==> config.mk <==
export PLATFORM = sky130hd
export DESIGN_NAME = sem_bank
export DESIGN_NICKNAME = d
export VERILOG_FILES = /design/src/rtl/sem_pkg.sv /design/src/rtl/sem_port_decode.sv /design/src/rtl/sem_flag.sv /design/src/rtl/sem_readback.sv /design/src/rtl/sem_bank.sv
export SDC_FILE = /design/constraint.sdc
export NUM_CORES = 1
export LEC_CHECK = 0
export BUFFER_PORTS_ARGS = -buffer_cell sky130_fd_sc_hd__buf_2
export CELL_PAD_IN_SITES_DETAIL_PLACEMENT = 0
export CELL_PAD_IN_SITES_GLOBAL_PLACEMENT = 1
export CORE_MARGIN = 3
export CORE_UTILIZATION = 39
export CTS_CLUSTER_SIZE = 10
export DETAILED_ROUTE_END_ITERATION = 10
export PLACE_DENSITY = 0.93
export SLEW_MARGIN = 20
export SYNTH_ARGS = -nofsm -noshare
export SYNTH_HDL_FRONTEND = slang
export SYNTH_SLANG_ARGS = --single-unit
==> constraint.sdc <==
create_clock -name clk -period 3.1 [get_ports clk]
set_input_delay 0.31 -clock clk [delete_from_list [all_inputs] [get_ports clk]]
set_output_delay 0.31 -clock clk [all_outputs]
set_load 0.005 [all_outputs]
==> src/rtl/sem_pkg.sv <==
package sem_pkg;
  typedef enum logic [1:0] {
    OWN_NONE  = 2'd0,
    OWN_LEFT  = 2'd1,
    OWN_RIGHT = 2'd2
  } owner_e;
endpackage

==> src/rtl/sem_port_decode.sv <==
module sem_port_decode #(
  parameter int NSEM = 8,
  localparam int AW = $clog2(NSEM)
) (
  input  logic            mem_sel,
  input  logic            sem_sel,
  input  logic            wr,
  input  logic [AW-1:0]   addr,
  input  logic            wbit,
  output logic [NSEM-1:0] req,
  output logic [NSEM-1:0] rel,
  output logic            rd_stb
);
  logic acc;
  assign acc    = sem_sel & ~mem_sel;
  assign rd_stb = acc & ~wr;

  for (genvar i = 0; i < NSEM; i++) begin : g_sel
    logic hit;
    assign hit    = acc & wr & (addr == AW'(i));
    assign req[i] = hit & ~wbit;
    assign rel[i] = hit &  wbit;
  end
endmodule

==> src/rtl/sem_flag.sv <==
module sem_flag
  import sem_pkg::*;
(
  input  logic clk,
  input  logic rst_n,
  input  logic l_req,
  input  logic l_rel,
  input  logic r_req,
  input  logic r_rel,
  output logic l_own,
  output logic r_own
);
  owner_e own_q, own_d;
  logic   pend_q, pend_d;
  logic   p_tmp;

  always_comb begin
    own_d  = own_q;
    pend_d = pend_q;
    p_tmp  = pend_q;
    unique case (own_q)
      OWN_NONE: begin
        if (l_req) begin
          own_d  = OWN_LEFT;
          pend_d = r_req;
        end else if (r_req) begin
          own_d  = OWN_RIGHT;
          pend_d = 1'b0;
        end
      end
      OWN_LEFT: begin
        p_tmp = r_req ? 1'b1 : (r_rel ? 1'b0 : pend_q);
        if (l_rel) begin
          own_d  = p_tmp ? OWN_RIGHT : OWN_NONE;
          pend_d = 1'b0;
        end else begin
          pend_d = p_tmp;
        end
      end
      OWN_RIGHT: begin
        p_tmp = l_req ? 1'b1 : (l_rel ? 1'b0 : pend_q);
        if (r_rel) begin
          own_d  = p_tmp ? OWN_LEFT : OWN_NONE;
          pend_d = 1'b0;
        end else begin
          pend_d = p_tmp;
        end
      end
      default: begin
        own_d  = OWN_NONE;
        pend_d = 1'b0;
      end
    endcase
  end

  always_ff @(posedge clk) begin
    if (!rst_n) begin
      own_q  <= OWN_NONE;
      pend_q <= 1'b0;
    end else begin
      own_q  <= own_d;
      pend_q <= pend_d;
    end
  end

  assign l_own = (own_q == OWN_LEFT);
  assign r_own = (own_q == OWN_RIGHT);

  // a pending mark only exists while someone holds the token
  p_pend_held_r5: assert property (@(posedge clk) disable iff (!rst_n)
    pend_q |-> (own_q != OWN_NONE));

  // free flag plus left request gives left ownership
  p_grant_left_r4: assert property (@(posedge clk) disable iff (!rst_n)
    (own_q == OWN_NONE) && l_req |=> (own_q == OWN_LEFT));

  // the other port cannot take a held token
  p_hold_left_r5: assert property (@(posedge clk) disable iff (!rst_n)
    (own_q == OWN_LEFT) && !l_rel |=> (own_q == OWN_LEFT));
  p_hold_right_r5: assert property (@(posedge clk) disable iff (!rst_n)
    (own_q == OWN_RIGHT) && !r_rel |=> (own_q == OWN_RIGHT));

  // release with a pending request hands over
  p_handoff_r6: assert property (@(posedge clk) disable iff (!rst_n)
    (own_q == OWN_LEFT) && l_rel && pend_q && !r_rel |=> (own_q == OWN_RIGHT));

  // release with nothing pending frees the flag
  p_free_r7: assert property (@(posedge clk) disable iff (!rst_n)
    (own_q == OWN_RIGHT) && r_rel && !pend_q && !l_req |=> (own_q == OWN_NONE) && !pend_q);

  // tie on a free flag goes to left, right pending
  p_tie_r8: assert property (@(posedge clk) disable iff (!rst_n)
    (own_q == OWN_NONE) && l_req && r_req |=> (own_q == OWN_LEFT) && pend_q);

  // withdrawal clears the pending mark
  p_withdraw_r9: assert property (@(posedge clk) disable iff (!rst_n)
    (own_q == OWN_LEFT) && pend_q && r_rel && !r_req && !l_rel |=> !pend_q);
endmodule

==> src/rtl/sem_readback.sv <==
module sem_readback #(
  parameter int NSEM = 8,
  parameter int DW   = 18,
  localparam int AW  = $clog2(NSEM)
) (
  input  logic            clk,
  input  logic            rst_n,
  input  logic            rd_stb,
  input  logic [AW-1:0]   addr,
  input  logic [NSEM-1:0] own_vec,
  output logic [DW-1:0]   rdata,
  output logic            rvalid
);
  always_ff @(posedge clk) begin
    if (!rst_n) begin
      rdata  <= '1;
      rvalid <= 1'b0;
    end else begin
      rvalid <= rd_stb;
      if (rd_stb) rdata <= {DW{~own_vec[addr]}};
    end
  end

  // valid follows a read strobe by exactly one cycle
  p_rvalid_r11: assert property (@(posedge clk) disable iff (!rst_n)
    rd_stb |=> rvalid);
  p_no_rvalid_r11: assert property (@(posedge clk) disable iff (!rst_n)
    !rd_stb |=> !rvalid);
  // returned data is uniform across all bits
  p_uniform_r4: assert property (@(posedge clk) disable iff (!rst_n)
    rvalid |-> ($countones(rdata) == 0 || $countones(rdata) == DW));
endmodule

==> src/rtl/sem_bank.sv <==
module sem_bank #(
  parameter int NSEM = 8,
  parameter int DW   = 18,
  localparam int AW  = $clog2(NSEM)
) (
  input  logic          clk,
  input  logic          rst_n,
  input  logic          l_mem_sel,
  input  logic          l_sem_sel,
  input  logic          l_wr,
  input  logic [AW-1:0] l_addr,
  input  logic [DW-1:0] l_wdata,
  output logic [DW-1:0] l_rdata,
  output logic          l_rvalid,
  input  logic          r_mem_sel,
  input  logic          r_sem_sel,
  input  logic          r_wr,
  input  logic [AW-1:0] r_addr,
  input  logic [DW-1:0] r_wdata,
  output logic [DW-1:0] r_rdata,
  output logic          r_rvalid
);
  logic [NSEM-1:0] l_req, l_rel, r_req, r_rel, l_own, r_own;
  logic            l_rd, r_rd;

  sem_port_decode #(.NSEM(NSEM)) u_dec_l (
    .mem_sel(l_mem_sel), .sem_sel(l_sem_sel), .wr(l_wr), .addr(l_addr),
    .wbit(l_wdata[0]), .req(l_req), .rel(l_rel), .rd_stb(l_rd));

  sem_port_decode #(.NSEM(NSEM)) u_dec_r (
    .mem_sel(r_mem_sel), .sem_sel(r_sem_sel), .wr(r_wr), .addr(r_addr),
    .wbit(r_wdata[0]), .req(r_req), .rel(r_rel), .rd_stb(r_rd));

  for (genvar i = 0; i < NSEM; i++) begin : g_flag
    sem_flag u_flag (
      .clk(clk), .rst_n(rst_n),
      .l_req(l_req[i]), .l_rel(l_rel[i]),
      .r_req(r_req[i]), .r_rel(r_rel[i]),
      .l_own(l_own[i]), .r_own(r_own[i]));
  end

  sem_readback #(.NSEM(NSEM), .DW(DW)) u_rb_l (
    .clk(clk), .rst_n(rst_n), .rd_stb(l_rd), .addr(l_addr),
    .own_vec(l_own), .rdata(l_rdata), .rvalid(l_rvalid));

  sem_readback #(.NSEM(NSEM), .DW(DW)) u_rb_r (
    .clk(clk), .rst_n(rst_n), .rd_stb(r_rd), .addr(r_addr),
    .own_vec(r_own), .rdata(r_rdata), .rvalid(r_rvalid));

  // a token is never seen as held by both ports
  p_exclusive_r4: assert property (@(posedge clk) disable iff (!rst_n)
    !(l_rvalid && r_rvalid && (l_rdata[0] == 1'b0) && (r_rdata[0] == 1'b0)
      && $past(l_addr) == $past(r_addr)));
endmodule

== Word-level counts from Yosys, hierarchy flattened ==
Cells that the tools add are included.
W data, S select, Z words.

* $lt $le $gt $ge: 2
* Equality and inequality tests: 54
* Multiplexer cells: 132
* Bitwise logic cells: 62
* Reduce and logical (&&, ||, !) cells: 18

{| class="wikitable"
|+ Operators with widths
! kind !! count
|-
| $mux W2 || 40
|-
| $mux W1 || 74
|-
| $and A1 B1 Y1 || 54
|-
| $pmux W2 S3 || 8
|-
| $ne A2 B1 Y1 const B || 16
|-
| $eq A3 B3 Y1 const B || 8
|-
| $ne A3 B1 Y1 const B || 8
|-
| $pmux W1 S3 || 8
|-
| $reduce_and A3 Y1 || 8
|-
| $eq A2 B1 Y1 const B || 8
|-
| $eq A2 B2 Y1 const B || 8
|-
| $logic_not A2 Y1 || 8
|-
| $eq A3 B2 Y1 const B || 4
|-
| $lt A3 B4 Y1 const B || 2
|-
| $not A1 Y1 || 8
|-
| $bmux W1 S3 || 2
|-
| $eq A3 B1 Y1 const B || 2
|-
| $logic_not A3 Y1 || 2
|}

* Bits in registers: 28
* Output and inout port bits: 38
* Word-level logic and storage cells: 288

== Longest topological paths before layout ==
Gate-level depths: netlist of run 1.

* Depth after elaboration: 10
* Mapped depth: 7

== Cells and area by module ==
From an unflattened synthesis of run 1, not the netlist that was laid out.

* Cell total of the unflattened synthesis: 342
* Area, all modules: 2717.6 µm²

{| class="wikitable"
|+ Modules (own cells, without submodules)
! module !! instances !! cells an instance !! area each (µm²)
|-
| sem_flag (g_flag[4].u_flag ...) || 4 || 28 || 231.5
|-
| sem_flag (g_flag[0].u_flag ...) || 4 || 28 || 225.2
|-
| sem_readback || 2 || 29 || 260.2
|-
| sem_port_decode || 2 || 30 || 185.2
|}

== Worst setup path before layout of run 1 ==
No wires, ideal clock.

* Path kind: input-to-reg
* From: in l_addr[0]
* To: reg g_flag[0].u_flag.pend_q
* Library setup time: 70 ps
* Arrival time: 1511 ps
* Required time: 3030 ps
* Slack: 1520 ps
* Stages on the path: 6
* Cells stage by stage: buf_2 -> nor2_1 -> and3_1 -> xor2_1 -> or3_1 -> a21oi_1

* Cells in the longest elaborated chain, start to end: 7

{| class="wikitable"
|+ RTL lines
! what !! line !! source
|-
| start, declared || sem_bank.sv:11 || <nowiki>input logic [AW-1:0] l_addr,</nowiki>
|-
| $logic_not A3 Y1 * || sem_port_decode.sv:20 || <nowiki>assign hit = acc & wr & (addr == AW'(i));</nowiki>
|-
| $and A1 B1 Y1 * || sem_port_decode.sv:20 ||
|-
| $and A1 B1 Y1 || sem_port_decode.sv:22 || <nowiki>assign rel[i] = hit & wbit;</nowiki>
|-
| $mux W1 (2 in series) || sem_flag.sv:41 || <nowiki>p_tmp = l_req ? 1'b1 : (l_rel ? 1'b0 : pend_q);</nowiki>
|-
| $mux W1 || sem_flag.sv:42 || <nowiki>if (r_rel) begin</nowiki>
|-
| $pmux W1 S3 || sem_flag.sv:21 || <nowiki>unique case (own_q)</nowiki>
|-
| end signal, assigned || sem_flag.sv:62 || <nowiki>pend_q <= pend_d;</nowiki>
|-
| end, declared || sem_flag.sv:14 || <nowiki>logic pend_q, pend_d;</nowiki>
|}

Every way passes the cells marked *; elsewhere a longest branch is shown, timed or not.
A chain may end at the register's enable or synchronous reset.

== Final worst setup path of run 1 ==
* From: reg g_flag[4].u_flag.own_q[0]
* To: reg u_rb_l.rdata[0] (netlist name)

* Cells in the longest elaborated chain, start to end: 4

{| class="wikitable"
|+ RTL lines
! what !! line !! source
|-
| start, declared || sem_flag.sv:13 || <nowiki>owner_e own_q, own_d;</nowiki>
|-
| start signal, assigned || sem_flag.sv:61 || <nowiki>own_q <= own_d;</nowiki>
|-
| $eq A2 B1 Y1 || sem_flag.sv:66 || <nowiki>assign l_own = (own_q == OWN_LEFT);</nowiki>
|-
| $bmux W1 S3 || sem_readback.sv:20 || <nowiki>if (rd_stb) rdata <= {DW{~own_vec[addr]}};</nowiki>
|-
| $mux W1 (implied by the code) || sem_readback.sv:20 ||
|-
| $not A1 Y1 || sem_readback.sv:20 ||
|}

No other way between the ends. The select of a mux whose other input is x is not followed.

==> metrics.csv, run 1 <==
stage;metric;value;unit
sta;Worst Clk Skew;0.00727;ns
sta;Worst Tran Pin Value;0.569;ns
drt;Routed WL per cell;15.7;um
logic_synthesis;most common cell in the synthesized netlist;buf_4;
floorplanning;Vert. Die Dim;87.7;um
setup_path;endpoint class of the critical path;flip-flop;
global_routing;number of global-route vias before repair;2340;
cts;post-cts repair resize count;0;
sta;fmax;583;MHz
cts;Clk pin slew, worst setup/hold paths;0.10;ns
cts;H-tree Lvls;1;
global_routing;largest net degree at the start of global routing;27;
logic_synthesis;Mapped Area;0.00260;mm2
drt;DRT Pass-1 Iters;5;
logic_synthesis;Syn Inst Count;353;
global_routing;initial antenna violation count;0;
setup_path;Crit path largest cell delay;0.56;ns
setup_path;Worst Path Max Fanout;11;
worst_hold_path;Min-Delay Path Class;in -> reg;
drt;DR vias/cell;6.24;
setup_path;WP buf/inv;0;
logic_synthesis;Yosys warnings;0;
setup_path;WP data arrival;1.85;ns
layout;Final nets;406;
floorplanning;Die X;87.7;um
sta;minimum clock period;1.72;ns
layout;synth-to-layout area growth;2.69;%
power;Seq pwr share;48.0;%
setup_path;critical path class;reg -> reg;
logic_synthesis;ys async rst share;0;%
cts;maximum root-to-sink buffer count;2;
global_routing;Overall Global Routing Usage;17.7;%
power;switching pwr;0.293;mW
power;pwr/cell area;335;mW/mm2
drt;DR vias;2694;
sta;period utilisation layout;55.4;%
power;VDD IR max;133;uV
logic_synthesis;Synth Area per Inst;7.37;um2
layout;# diodes;0;
placed_design;Placement Cell Area;0.00262;mm2
drt;drt total wl;6760;um
power;Leakage;0.927;nW
logic_synthesis;Post-synth EDFFs;0;
logic_synthesis;Yosys top cell by area;dfxtp_1;
cts;CTS hold repair buffers;0;
floorplanning;Die ar.;0.00768;mm2
drt;DRT antenna net count;0;
floorplanning;# IOs;88;
setup_path;crit-path cells;nand2_1 -> mux4_2 -> o21ai_0 -> o311ai_0;
placed_design;Final HPWL DP;5040;um
logic_synthesis;Post-synth top cells;35 x buf_4, 28 x dfxtp_1, 25 x nand2_1;
logic_synthesis;syn nets;403;
drt;drt drc;0;
worst_hold_path;hold path start;l_wr;
cts;TritonCTS clock tree;yes;
power;Int Power;0.600;mW
setup_path;R2R Path Start;g_flag[4].u_flag.own_q[0];
flow_run;Max Cap Viol;0;
status;status;complete, no violations;
setup_path;crit start category;flip-flop;
layout;layout cells sized above 1;19.2;%
cts;number of buffers created by CTS;3;
drt;initial DRC count;146;
floorplanning;Core Area;0.00642;mm2
placed_design;RD Place Congestion;0.878;
setup_path;critical path required time;3.23;ns
power;switching fraction of total power;32.8;%
logic_synthesis;share of the synthesized area in the top cell type;21.6;%
sta;Relative slew margins;61.9;%
sta;Final Hold Fails;0;
cts;worst skew pair latency;0.28;ns
sta;Setup Viol. Count Final;0;
cts;CTS sink count;28;
floorplanning;Starting Density;40.5;%
setup_path;critical path's top delay family;flip-flops;
setup_path;critical path's slowest cell;dfxtp_1;
logic_synthesis;Synth Register Bits;28;
logic_synthesis;Seq/Total Area, Yosys;21.6;%
sta;TNS Setup;0;ns
setup_path;Worst Setup SP;g_flag[4].u_flag.own_q[0];
logic_synthesis;main area contributors after synthesis;dfxtp_1 22%, buf_4 10%, a21oi_1 4.6%;
placed_design;port bufs;53;
cts;CTS Root Cell;clkbuf_8;
global_routing;gr ovfl total;0;
layout;post-route cell area;0.00267;mm2
floorplanning;num rows;29;
sta;RSZ-0062 raised after global routing;no;
logic_synthesis;post-synthesis cell type count;61;
global_routing;global-route wire length before repair;11100;um
cts;postcts setup bufs;0;
power;Clk pwr share;26.3;%
power;power share of the combinational group;25.7;%
logic_synthesis;ys flop type;dfxtp_1;
sta;Final Max Slew Viols;0;
==> power by group through the flow <==
stage	logic [mW]	clock network (mW)	registers, mW
global placement	0.222	0	0.434
global route	0.258	0.260	0.435
floorplan	0.208	0	0.410
finish	0.229	0.235	0.429
detailed placement	0.227	0	0.437
CTS	0.228	0.252	0.428
==> logic make-up after synthesis <==
group,Yosys count,share of synthesized area (%)
compound gates,106,27.9
flops,28,21.6
xor+xnor,4,1.35
simple gates,147,33.0
buf+inv,66,14.9
mux,2,1.30
==> final cells by class <==
| class | instances | area (um2) |
|---|---|---|
| fillers | 630 | 3750 |
| well taps | 77 | 96.3 |
| clock buffers | 4 | 55.1 |
| repair buffers | 53 | 265 |
| multi-input cells | 259 | 1650 |
| inverters | 11 | 41.3 |
| flip-flops and latches | 28 | 561 |
==> state kept, by name, indices dropped and copies added (netlist names) <==
register / cells
u_rb_l.rdata: 1
u_rb_r.rdata: 1
u_rb_l.rvalid: 1
g_flag.u_flag.pend_q: 8
u_rb_r.rvalid: 1
g_flag.u_flag.own_q: 16
==> metrics by stage <==
step                utilization, %  worst slack [ns]  hold slack, ns  power, mW  instances
finish                        41.6              1.38           0.273      0.893        432
global placement              40.7              1.22           0.451      0.656        428
global route                  41.6              1.25           0.284      0.953        432
detailed placement            40.7              1.22           0.464      0.664        428
floorplan                        -              1.52           0.387      0.618        353
CTS                           41.6              1.38           0.266      0.908        432
==> routing by layer <==
metal / vias to the layer above / wire [um] / share of wire, % / global-route usage (%)
met4: 0 / 99 / 1.5 / 5.86
met1: 1244 / 3180 / 47 / 24.2
li1: 1305 / - / - / -
met5: - / 0 / 0 / 0
met2: 134 / 3020 / 45 / 28.4
met3: 11 / 464 / 6.9 / 2.73
==> worst paths after layout <==
| kind | end | slack (ns) | cells after the start |
|---|---|---|---|
| worst min register to register | g_flag[5].u_flag.own_q[0] | 0.48 | 1 |
| worst min-delay path | u_rb_l.rvalid | 0.27 | 2 |
| worst max-delay path | u_rb_l.rdata[0] | 1.38 | 4 |
| worst max register to register | u_rb_l.rdata[0] | 1.38 | 4 |
==> cells in the final DEF, fill, tap and decap left out, drive strengths merged, types with 2 or more instances in the layout <==
cell type	n
o311ai	6
a211oi	2
nand3	24
buf	53
o21a	4
and4b	2
o22ai	7
nand4b	3
nand2	26
a31oi	9
nor2	20
a21oi	25
or3	11
o211ai	4
o2111ai	5
nand2b	13
nand4bb	3
o211a	3
nand3b	6
o31ai	5
dfxtp	28
and3	6
inv	11
o21ai	18
clkbuf	4
xor2	3
o21bai	3
nor2b	4
nor4	2
and4bb	3
a311oi	2
nor3	17
nor3b	3
No activity file was read; power rests on OpenSTA's default activity.
==> run 2, diff against run 1 <==
Settings changed: CORE_UTILIZATION 39 to 36, PLACE_DENSITY 0.93 to 0.87.
Clock period 3.1 ns to 1.6 ns, I/O delays scaled along.
==> metrics.csv, run 2 (same netlist as run 1, synthesis figures left out) <==
stage;metric;value;unit
sta;Worst Clk Skew;0.00633;ns
drt;DR vias;2804;
cts;number of buffers created by CTS;3;
setup_path;crit start category;flip-flop;
setup_path;critical path required time;1.76;ns
layout;commonest non-fill, non-tap cell in the layout;buf_2;
setup_path;Crit path largest cell delay;0.47;ns
setup_path;Worst path depth;5;
setup_path;critical path's slowest cell;o311ai_0;
global_routing;number of global-route vias before repair;2481;
layout;Final nets;441;
cts;CTS Root Cell;clkbuf_8;
sta;TNS Setup;0;ns
status;status;complete, no violations;
global_routing;largest net degree at the start of global routing;26;
sta;hold_ws;0.128;ns
worst_hold_path;Min-Delay Path Class;in -> reg;
power;VDD IR max;512;uV
power;PnR Total Power;1.93;mW
sta;RSZ-0062 raised after global routing;no;
cts;Clk pin slew, worst setup/hold paths;0.11;ns
floorplanning;Die X;91.0;um
layout;Regs by FF count;g_flag.u_flag.own_q x16, g_flag.u_flag.pend_q x8;
cts;postcts setup bufs;0;
setup_path;critical path class;reg -> reg;
layout;layout cells sized above 1;26.4;%
placed_design;Placement Cell Area;0.00290;mm2
sta;period utilisation layout;91.3;%
setup_path;WP buf/inv;1;
worst_hold_path;hold worst-path end;u_rb_l.rvalid;
setup_path;WP data arrival;1.62;ns
layout;Top reg by flops;g_flag.u_flag.own_q;
flow_run;Max Cap Viol;0;
global_routing;initial antenna violation count;0;
cts;maximum root-to-sink buffer count;2;
setup_path;r2r worst-path depth;5;
floorplanning;Vert. Die Dim;91.0;um
drt;Routed WL per cell;15.1;um
floorplanning;Starting Density;37.6;%
drt;DR vias/cell;5.77;
layout;Finished Core Util;43.0;%
sta;Final Max Slew Viols;0;
global_routing;gr ovfl total;0;
drt;DRT antenna net count;0;
layout;# diodes;0;
sta;Worst Tran Pin Value;0.477;ns
setup_path;RR Endpoint;u_rb_r.rdata[0];
drt;DRT Pass-1 Iters;4;
drt;drt drc;0;
floorplanning;# IOs;88;
placed_design;port bufs;53;
layout;number of flip-flops in the largest register;16;
floorplanning;Die ar.;0.00828;mm2
layout;commonest non-fill, non-tap cells in the layout;53 x buf_2, 35 x buf_4, 28 x dfxtp_1, 25 x nand2_1;
sta;Relative slew margins;67.8;%
power;pwr/cell area;648;mW/mm2
floorplanning;num rows;30;
cts;worst skew pair latency;0.29;ns
cts;post-cts repair resize count;0;
cts;CTS sink count;28;
cts;TritonCTS clock tree;yes;
worst_hold_path;Hold Path Depth;2;
global_routing;global-route wire length before repair;12200;um
layout;post-route cell area;0.00297;mm2
sta;minimum clock period;1.46;ns
setup_path;R2R Path Start;g_flag[6].u_flag.own_q[1];
placed_design;RD Place Congestion;0.923;
setup_path;endpoint class of the critical path;flip-flop;
setup_path;crit-path cells;inv_1 -> o311ai_0 -> o311ai_0 -> o21ai_0 -> o311ai_0;
layout;Multi-input gate area;0.00165;mm2
setup_path;Worst R2R Setup Slack;0.14;ns
worst_hold_path;hold path start;l_wr;
layout;Storage cell area;561;um2
layout;synth-to-layout area growth;14.3;%
global_routing;Overall Global Routing Usage;17.4;%
sta;Final Hold Fails;0;
sta;fmax;684;MHz
setup_path;crit-path most repeated cell;o311ai_0;
setup_path;critical path's top delay family;compound AO/OA/AOI/OAI gates;
placed_design;Final HPWL DP;5660;um
power;Leakage;1.11;nW
cts;CTS hold repair buffers;0;
cts;H-tree Lvls;1;
drt;initial DRC count;238;
layout;fillers;760;
setup_path;Worst Path Max Fanout;4;
floorplanning;Core Area;0.00691;mm2
sta;Setup Viol. Count Final;0;
drt;drt total wl;7340;um
-- run 2: cell types whose count changed in the layout (fill, tap and decap cells not counted), sizes merged --
cell / previous run / this run
clkbuf: 4 / 3
buf: 53 / 88
bufinv: 0 / 1
-- run 2: where the power goes --
group / switching, mW / leakage [nW] / internal, mW / total, mW
clock network: 0.255 / 0.0357 / 0.336 / 0.591
registers: 0.0625 / 0.227 / 0.748 / 0.810
logic: 0.285 / 0.847 / 0.240 / 0.525
total: 0.603 / 1.11 / 1.32 / 1.93
-- run 2: layout make-up --
type,count,share of cell area [%]
multi-input combinational,259,55.6
timing repair buffer,88,17.8
clock buffer,3,1.39
clock inverter,1,1.01
inverter,11,1.39
tap,96,4.04
sequential,28,18.9
-- run 2: routing by layer --
layer	part of all wire [%]	GRT usage, %
met1	49	25.6
met2	44	26.9
met3	7.0	2.98
met4	0.75	2.51
met5	0	0
-- run 2: worst max-delay path by stage --
| stage | startpoint | end |
|---|---|---|
| floorplan | g_flag[2].u_flag.own_q[1] | u_rb_l.rdata[0] |
| global placement | l_mem_sel | g_flag[3].u_flag.pend_q |
| detailed placement | l_mem_sel | g_flag[3].u_flag.pend_q |
| CTS | g_flag[6].u_flag.own_q[1] | u_rb_r.rdata[0] |
| global route | g_flag[7].u_flag.own_q[0] | g_flag[7].u_flag.pend_q |
| finish | g_flag[6].u_flag.own_q[1] | u_rb_r.rdata[0] |
-- run 2: per-stage QoR --
step                worst slack (ns)  instances
finish                         0.139        486
global route                  0.0213        486
CTS                            0.126        486
detailed placement            0.0267        482
global placement              0.0523        482
floorplan                      0.108        353
==> run 3, diff against run 2 <==
Settings changed: ABC_AREA set to 1, CORE_UTILIZATION 36 to 30, PLACE_DENSITY 0.87 to 0.8.
==> metrics.csv, run 3 <==
stage;metric;value;unit
logic_synthesis;Synth Area per Inst;5.40;um2
cts;postcts setup bufs;0;
logic_synthesis;Syn Inst Count;497;
logic_synthesis;syn nets;547;
placed_design;Final HPWL DP;5440;um
floorplanning;num rows;33;
layout;Final nets;570;
layout;fillers;909;
layout;Regs by FF count;g_flag.u_flag.own_q x16, g_flag.u_flag.pend_q x8;
drt;DR vias;2842;
global_routing;Overall Global Routing Usage;13.4;%
placed_design;port bufs;53;
cts;CTS hold repair buffers;0;
drt;Routed WL per cell;10.8;um
layout;number of flip-flops in the largest register;16;
sta;TNS Setup;0;ns
sta;Setup Viol. Count Final;0;
logic_synthesis;Seq/Total Area, Yosys;20.9;%
setup_path;Worst Path Max Fanout;7;
logic_synthesis;Post-synth EDFFs;0;
setup_path;endpoint class of the critical path;flip-flop;
layout;# diodes;0;
power;Leakage;1.65;nW
layout;Top reg by flops;g_flag.u_flag.own_q;
setup_path;crit-path cells;buf_2 -> inv_1 -> nand3_2 -> buf_4 -> nor2_1 -> nand2_1 -> nand2_1 -> nand2_1 -> nor2_1 -> nand2_1 -> a21oi_1;
cts;maximum root-to-sink buffer count;2;
setup_path;critical path class;in -> reg;
sta;Final Hold Fails;0;
floorplanning;Die X;101;um
global_routing;initial antenna violation count;0;
global_routing;global-route wire length before repair;11100;um
power;VDD IR max;361;uV
logic_synthesis;Yosys top cell by area;nand2_1;
setup_path;critical path's slowest cell;buf_4;
drt;initial DRC count;136;
setup_path;crit start category;input port;
sta;Worst Tran Pin Value;0.758;ns
global_routing;largest net degree at the start of global routing;22;
logic_synthesis;most common cell in the synthesized netlist;nand2_1;
cts;CTS sink count;28;
drt;drt drc;0;
drt;DR vias/cell;4.55;
layout;Finished Core Util;34.2;%
sta;RSZ-0062 raised after global routing;no;
cts;post-cts repair resize count;0;
logic_synthesis;Mapped Area;0.00269;mm2
sta;Relative slew margins;49.4;%
setup_path;critical path's top delay family;simple AND/OR/NAND/NOR gates;
power;pwr/cell area;526;mW/mm2
sta;minimum clock period;1.23;ns
drt;DRT antenna net count;0;
cts;CTS Root Cell;clkbuf_8;
logic_synthesis;Synth Register Bits;28;
setup_path;Crit path largest cell delay;0.21;ns
setup_path;WP buf/inv;3;
setup_path;crit-path most repeated cell;nand2_1;
cts;worst skew pair latency;0.28;ns
floorplanning;# IOs;88;
logic_synthesis;ys flop type;dfxtp_1;
worst_hold_path;Min-Delay Path Class;in -> reg;
floorplanning;Starting Density;31.7;%
layout;commonest non-fill, non-tap cell in the layout;nand2_1;
layout;commonest non-fill, non-tap cells in the layout;169 x nand2_1, 81 x inv_1, 60 x nor2_1, 53 x buf_2, 41 x nand3_1;
cts;TritonCTS clock tree;yes;
drt;DRT Pass-1 Iters;5;
setup_path;critical path required time;1.81;ns
floorplanning;Core Area;0.00846;mm2
layout;layout cells sized above 1;15.8;%
floorplanning;Die ar.;0.0101;mm2
global_routing;number of global-route vias before repair;2480;
sta;Final Max Slew Viols;0;
logic_synthesis;Yosys warnings;0;
sta;fmax;816;MHz
sta;period utilisation layout;76.6;%
flow_run;Max Cap Viol;0;
logic_synthesis;post-synthesis cell type count;22;
logic_synthesis;main area contributors after synthesis;nand2_1 24%, dfxtp_1 21%, inv_1 11%;
status;status;complete, no violations;
global_routing;gr ovfl total;0;
layout;synth-to-layout area growth;7.92;%
setup_path;WP data arrival;1.43;ns
logic_synthesis;share of the synthesized area in the top cell type;23.6;%
cts;Clk pin slew, worst setup/hold paths;0.11;ns
placed_design;RD Place Congestion;0.864;
floorplanning;Vert. Die Dim;101;um
sta;Worst Clk Skew;0.00384;ns
cts;H-tree Lvls;1;
drt;drt total wl;6730;um
logic_synthesis;ys async rst share;0;%
logic_synthesis;Post-synth top cells;169 x nand2_1, 81 x inv_1, 60 x nor2_1;
cts;number of buffers created by CTS;3;
run 3: cell count changes after synthesis, moves of 6 or more:
| cell | previous run | this run |
|---|---|---|
| nor3_1 | 14 | 5 |
| o311ai_0 | 6 | 0 |
| a31oi_1 | 9 | 2 |
| nor2_1 | 20 | 60 |
| and3_1 | 6 | 0 |
| inv_1 | 11 | 81 |
| nand2b_1 | 13 | 0 |
| clkbuf_1 | 13 | 5 |
| nand3b_1 | 6 | 0 |
| nand3_1 | 24 | 41 |
| nand2_1 | 25 | 169 |
| nor2_2 | 0 | 9 |
| o22ai_1 | 7 | 0 |
| or3_1 | 10 | 0 |
run 3: kinds of logic (layout without fill, tap and decap cells):
| kind of cell | after synthesis | after routing | share of synthesized area (%) |
|---|---|---|---|
| AND/OR/NAND/NOR | 292 | 292 | 45.5 |
| AO/OA/AOI/OAI | 49 | 49 | 9.69 |
| flip-flops | 28 | 28 | 20.9 |
| buffers and inverters | 128 | 150 | 23.9 |
run 3: area by class of cell:
type                    count  area (um2)  share of cell area (%)
clock buffers               4        55.1                    1.90
inverters                  82         308                    10.6
multi-input cells         341        1480                    51.2
flip-flops and latches     28         561                    19.3
well taps                 105         131                    4.53
repair buffers             64         360                    12.4
run 3: worst reg2reg max path, cell delays in order (launching register included):
cell and delay [ns]:
dfxtp_1 0.37, inv_1 0.04, nand2_1 0.12, inv_1 0.08, nand2_1 0.11, nand2_1 0.06
nor2_1 0.14, nand2_1 0.07, a21oi_1 0.11
run 3: worst paths after layout:
path,startpoint,cells past startpoint,end,slack (ns)
hold reg to reg,g_flag[3].u_flag.pend_q,2,g_flag[3].u_flag.pend_q,0.57
setup reg to reg,g_flag[3].u_flag.own_q[1],8,g_flag[3].u_flag.own_q[0],0.43
hold / removal,r_wr,4,u_rb_r.rvalid,0.18
setup / recovery,r_mem_sel,11,g_flag[0].u_flag.own_q[1],0.37
run 3: metal layers:
| layer | global-route usage (%) | wire, um |
|---|---|---|
| met1 | 17.9 | 3300 |
| met2 | 23.0 | 3060 |
| met3 | 1.59 | 320 |
| met4 | 3.11 | 52 |
| met5 | 0 | 0 |
run 3: where the power goes:
part	switching, mW	internal, mW
Clock	0.250	0.221
Combinational	0.208	0.117
Sequential	0.0164	0.712
run 3: stage by stage:
stage / instance area (um2) / instances / hold slack, ns / setup slack (ns) / power (mW)
floorplan: 2690 / 497 / 0.312 / 0.429 / 1.00
global placement: 2840 / 620 / 0.481 / 0.104 / 1.07
detailed placement: 2840 / 620 / 0.483 / 0.0911 / 1.07
CTS: 2900 / 624 / 0.173 / 0.341 / 1.54
global route: 2900 / 624 / 0.194 / 0.223 / 1.62
finish: 2900 / 624 / 0.179 / 0.375 / 1.52
